===== config.mk =====
export PLATFORM = sky130hd
export DESIGN_NAME = slot_watchdog
export DESIGN_NICKNAME = d
export VERILOG_FILES = /design/src/rtl/swd_pkg.sv /design/src/rtl/swd_timer.sv /design/src/rtl/swd_status.sv /design/src/rtl/slot_watchdog.sv
export SDC_FILE = /design/constraint.sdc
export NUM_CORES = 1
export LEC_CHECK = 0
export ABC_AREA = 1
export BUFFER_PORTS_ARGS = -buffer_cell sky130_fd_sc_hd__buf_2
export CORE_MARGIN = 2
export CORE_UTILIZATION = 35
export DETAILED_ROUTE_END_ITERATION = 10
export MAX_ROUTING_LAYER = met4
export PLACE_DENSITY_LB_ADDON = 0.2
export SYNTH_ARGS = -nofsm -noshare
export SYNTH_HDL_FRONTEND = slang
export SYNTH_SLANG_ARGS = --single-unit
export TNS_END_PERCENT = 20

===== constraint.sdc =====
create_clock -name clk -period 2.14 [get_ports clk]
set_clock_uncertainty 0.2 [all_clocks]
set_input_delay 0.642 -clock clk [delete_from_list [all_inputs] [get_ports clk]]
set_output_delay 0.642 -clock clk [all_outputs]
set_load 0.01 [all_outputs]

===== src/rtl/swd_pkg.sv =====
package swd_pkg;

  // Last count value of the window: reached after limit-1 increments from zero.
  function automatic logic at_terminal(input logic [15:0] count, input logic [15:0] limit);
    return count == (limit - 16'd1);
  endfunction

  // Merge of a set and a clear request for a sticky bit: the set has priority.
  function automatic logic sticky_next(input logic cur, input logic set_req, input logic clr_req);
    return set_req | (cur & ~clr_req);
  endfunction

endpackage


===== src/rtl/swd_timer.sv =====
module swd_timer #(
  parameter int TIMEOUT_CYCLES = 243,
  localparam int CNT_W = (TIMEOUT_CYCLES > 2) ? $clog2(TIMEOUT_CYCLES) : 1
) (
  input  logic clk,
  input  logic rst_n,
  input  logic start,
  input  logic ack,
  output logic running,
  output logic timeout_evt,
  output logic ack_evt
);
  import swd_pkg::*;

  logic [CNT_W-1:0] cnt_q;
  logic [15:0]      cnt_ext;
  logic             terminal;

  assign cnt_ext     = 16'(cnt_q);
  assign terminal    = at_terminal(cnt_ext, 16'(TIMEOUT_CYCLES));
  assign ack_evt     = running && !start && ack;
  assign timeout_evt = running && !start && !ack && terminal;

  always_ff @(posedge clk or negedge rst_n) begin
    if (!rst_n) begin
      running <= 1'b0;
      cnt_q   <= '0;
    end else if (start) begin
      running <= 1'b1;
      cnt_q   <= '0;
    end else if (running) begin
      if (ack_evt || timeout_evt) begin
        running <= 1'b0;
        cnt_q   <= '0;
      end else begin
        cnt_q <= cnt_q + 1'b1;
      end
    end
  end

endmodule


===== src/rtl/swd_status.sv =====
module swd_status #(
  parameter int NUM_SLOTS = 5,
  parameter int SLOT_W = 3
) (
  input  logic                 clk,
  input  logic                 rst_n,
  input  logic                 timeout_evt,
  input  logic [SLOT_W-1:0]    slot_sel,
  input  logic                 clr_we,
  input  logic [NUM_SLOTS:0]   clr_mask,
  output logic                 master_err,
  output logic [NUM_SLOTS-1:0] slot_err
);
  import swd_pkg::*;

  logic [NUM_SLOTS-1:0] slot_hit;
  logic [NUM_SLOTS:0]   clr_req;

  assign clr_req = clr_we ? clr_mask : '0;

  for (genvar i = 0; i < NUM_SLOTS; i++) begin : g_slot
    assign slot_hit[i] = timeout_evt && (slot_sel == SLOT_W'(i));

    always_ff @(posedge clk or negedge rst_n) begin
      if (!rst_n) slot_err[i] <= 1'b0;
      else        slot_err[i] <= sticky_next(slot_err[i], slot_hit[i], clr_req[i]);
    end
  end

  always_ff @(posedge clk or negedge rst_n) begin
    if (!rst_n) master_err <= 1'b0;
    else        master_err <= sticky_next(master_err, timeout_evt, clr_req[NUM_SLOTS]);
  end

endmodule


===== src/rtl/slot_watchdog.sv =====
module slot_watchdog #(
  parameter int NUM_SLOTS = 5,
  parameter int SLOT_W = 3,
  parameter int TIMEOUT_CYCLES = 243
) (
  input  logic                 clk,
  input  logic                 rst_n,
  input  logic                 acc_start,
  input  logic [SLOT_W-1:0]    acc_slot,
  input  logic                 mod_ack,
  input  logic                 clr_we,
  input  logic [NUM_SLOTS:0]   clr_mask,
  input  logic                 irq_en_we,
  input  logic                 irq_en_wdata,
  output logic                 force_done,
  output logic                 busy,
  output logic                 master_err,
  output logic [NUM_SLOTS-1:0] slot_err,
  output logic                 irq
);

  logic              timeout_evt;
  logic              ack_evt;
  logic [SLOT_W-1:0] slot_q;
  logic              irq_en_q;

  swd_timer #(.TIMEOUT_CYCLES(TIMEOUT_CYCLES)) u_timer (
    .clk        (clk),
    .rst_n      (rst_n),
    .start      (acc_start),
    .ack        (mod_ack),
    .running    (busy),
    .timeout_evt(timeout_evt),
    .ack_evt    (ack_evt)
  );

  swd_status #(.NUM_SLOTS(NUM_SLOTS), .SLOT_W(SLOT_W)) u_status (
    .clk        (clk),
    .rst_n      (rst_n),
    .timeout_evt(timeout_evt),
    .slot_sel   (slot_q),
    .clr_we     (clr_we),
    .clr_mask   (clr_mask),
    .master_err (master_err),
    .slot_err   (slot_err)
  );

  always_ff @(posedge clk or negedge rst_n) begin
    if (!rst_n) begin
      slot_q     <= '0;
      force_done <= 1'b0;
      irq_en_q   <= 1'b0;
    end else begin
      if (acc_start) slot_q <= acc_slot;
      force_done <= timeout_evt;
      if (irq_en_we) irq_en_q <= irq_en_wdata;
    end
  end

  assign irq = master_err & irq_en_q;

endmodule


==> qor.csv <==
metric,value,unit
ioPinCount,25,
power.leakage,0.6639,nW
synth_ff_type,dfrtp_1,
diodes,0,
initial_core_util,0.3604,
grt_pass1_wl,3.588,mm
finalHoldWorstSlack,0.06171,ns
track_usage,0.1405,
synth_area_leader_cell,dfrtp_1,
dp_slack,0.4553,ns
syn_avg_cell_area,8.325,um^2
drt-vias-per-instance,4.611,
setup_ws,0.3741,ns
wl_met2,994,um
area_growth,17.23,%
root_buffer,clkbuf_4,
dp_hpwl,1.587,mm
cts_tree,built,
setup_tns,0,ns
syn-instance-count,130,
report.final.slew_viol_count,0,
worst_slew_margin_rel,0.6953,
yosysWarnings,0,
clkTransAtPathRegs,0.12,ns
first_global_vias,827,
setup_viol,0,
clk_path_buf_depth,2,
top_layer,met4,
num_vias,876,
fmax,566.3,MHz
period_share,0.8252,
synth_area_leaders,"dfrtp_1 46%, nand2_1 16%, o21ai_2 6.5%, inv_1 4.9%, nor2_1 2.8%",
drc,0,
m1WireLength,1.022,mm
grt.overflow.total,0,
startpoint_type,flop,
drive_above_1_share,0.3376,
synth_top_area_share,0.4624,
dr.pass1.iters,5,
die_h,59.61,um
drt_iter0_markers,20,
timing.max_cap.violations,0,
async_flop_share,1.000,
post-route-min-period,1.766,ns
ys_seq_area_frac,0.4624,
cts.sinks,20,
synth-seq-cells,20,
yosysMostFrequentCell,nand2_1,
h-tree-depth,1,
insertion_delay,0.31,ns
register_area,500.5,um^2
tightest_slew,0.4571,ns
synth_cell_type_count,25,
grt_max_degree,21,
portBuffers,24,
worst-endpoint-arrival,0.92,ns
power_density,602.3,mW/mm^2
vdd_drop_max,242.7,uV
ant_nets,0,
worstPathRequired,1.30,ns
cts_hold_buf,0,
nFillCells,308,
post_cts_buffers,0,
nNetsFinal,176,
end_kind,output port,
synth.top_cells.by_count,"45 x nand2_1, 20 x dfrtp_1, 14 x inv_1",
run_status,"finished, final reports clean",
cp_max_fo,3,
cts_made_buffers,3,
globalplace.congestion,0.8017,
synth_fp_nets,148,
post_drt_wl_per_cell,11.20,um
routed_wl,2.128,mm
crit_type,reg -> out,
die_area,0.003553,mm^2
multi_input_area,503.0,um^2
wl_met3,88,um
die_w,59.61,um
grt_antenna_before_repair,0,
syn_area,0.001082,mm^2
synth_edf_count,0,
worstHoldPathType,in -> async,
coreArea,0.003003,mm^2
rsz0062_at_grt,no,
hold_viol,0,
ctsResizeCount,0,
rows,20,
state kept, by name, summed over array words and instances (netlist names):
register,flops
u_status.master_err,1
force_done,1
u_timer.running,1
u_timer.cnt_q,8
u_status.slot_err,5
slot_q,3
irq_en_q,1
layout make-up:
type	count	area share
flip-flops and latches	20	0.3945
repair buffers	24	0.09467
multi-input cells	91	0.3964
inverters	18	0.05325
well taps	33	0.03254
clock buffers	4	0.02860
kinds of logic (layout without fill, tap and decap cells):
group / count (synthesis) / after routing / share of synthesized area
xor gates and xnor gates: 3 / 3 / 0.02428
buffers and inverters: 19 / 46 / 0.07283
DFF: 20 / 20 / 0.4624
and+or+nand+nor: 69 / 69 / 0.2994
adders and majority gates: 2 / 2 / 0.02312
AOI/OAI and AO/OA: 16 / 16 / 0.1075
muxes: 1 / 1 / 0.01040
worst paths after layout:
| check | endpoint | depth (start not counted) | slack [ns] | from |
|---|---|---|---|---|
| min in group clk | u_status.slot_err[2]$_DFF_PN0_ | 2 | 0.29 | u_status.slot_err[2]$_DFF_PN0_ |
| setup / recovery | irq | 3 | 0.37 | u_status.master_err$_DFF_PN0_ |
| hold / removal | irq_en_q$_DFFE_PN0P_ | 1 | 0.06 | rst_n |
| hold reg to reg | u_status.slot_err[2]$_DFF_PN0_ | 2 | 0.29 | u_status.slot_err[2]$_DFF_PN0_ |
| max in group asynchronous | slot_q[2]$_DFFE_PN0P_ | 1 | 1.36 | rst_n |
| setup reg to reg | u_timer.cnt_q[7]$_DFFE_PN0P_ | 9 | 0.56 | u_timer.cnt_q[0]$_DFFE_PN0P_ |
routing by layer:
layer | GRT usage | vias up
li1 | - | 454
met1 | 0.1817 | 396
met2 | 0.2214 | 22
met3 | 0.01965 | 4
met4 | 0.05714 | 0
met5 | - | -
metrics by stage:
| stage | instances | utilization | power, W | area (um^2) |
|---|---|---|---|---|
| finish | 190 | 0.4225 | 0.0007642 | 1269 |
| global route | 190 | 0.4225 | 0.0008095 | 1269 |
| CTS | 190 | 0.4225 | 0.0007739 | 1269 |
| detailed placement | 186 | 0.4104 | 0.0005435 | 1232 |
| global placement | 186 | 0.4104 | 0.0005389 | 1232 |
| floorplan | 130 | - | 0.0005032 | 1082 |
cell usage in the layout, fill, tap and decap left out, types with 2 or more instances in the layout:
| master | synthesis | layout |
|---|---|---|
| dfrtp_1 | 20 | 20 |
| inv_1 | 14 | 14 |
| ha_1 | 2 | 2 |
| inv_2 | 4 | 4 |
| nor2_2 | 4 | 4 |
| o21ai_0 | 4 | 4 |
| buf_2 | 0 | 24 |
| xnor2_1 | 2 | 2 |
| nor2_1 | 8 | 8 |
| o21ai_2 | 8 | 8 |
| nand2_2 | 2 | 2 |
| nand3_2 | 2 | 2 |
| nand2_1 | 45 | 45 |
| nand3_1 | 3 | 3 |
| clkbuf_4 | 0 | 3 |
power by group:
part           internal (W)  total [W]  switching (W)
clock              0.000104   0.000228       0.000125
sequential         0.000399   0.000421      0.0000217
combinational     0.0000439   0.000115      0.0000709
total              0.000547   0.000764       0.000217
worst max-delay path, cell delays in order (launching register included):
cell,delay [ns]
dfrtp_1,0.41
nand2_1,0.06
inv_1,0.03
buf_2,0.12
Power figures use the tool's default switching activity.
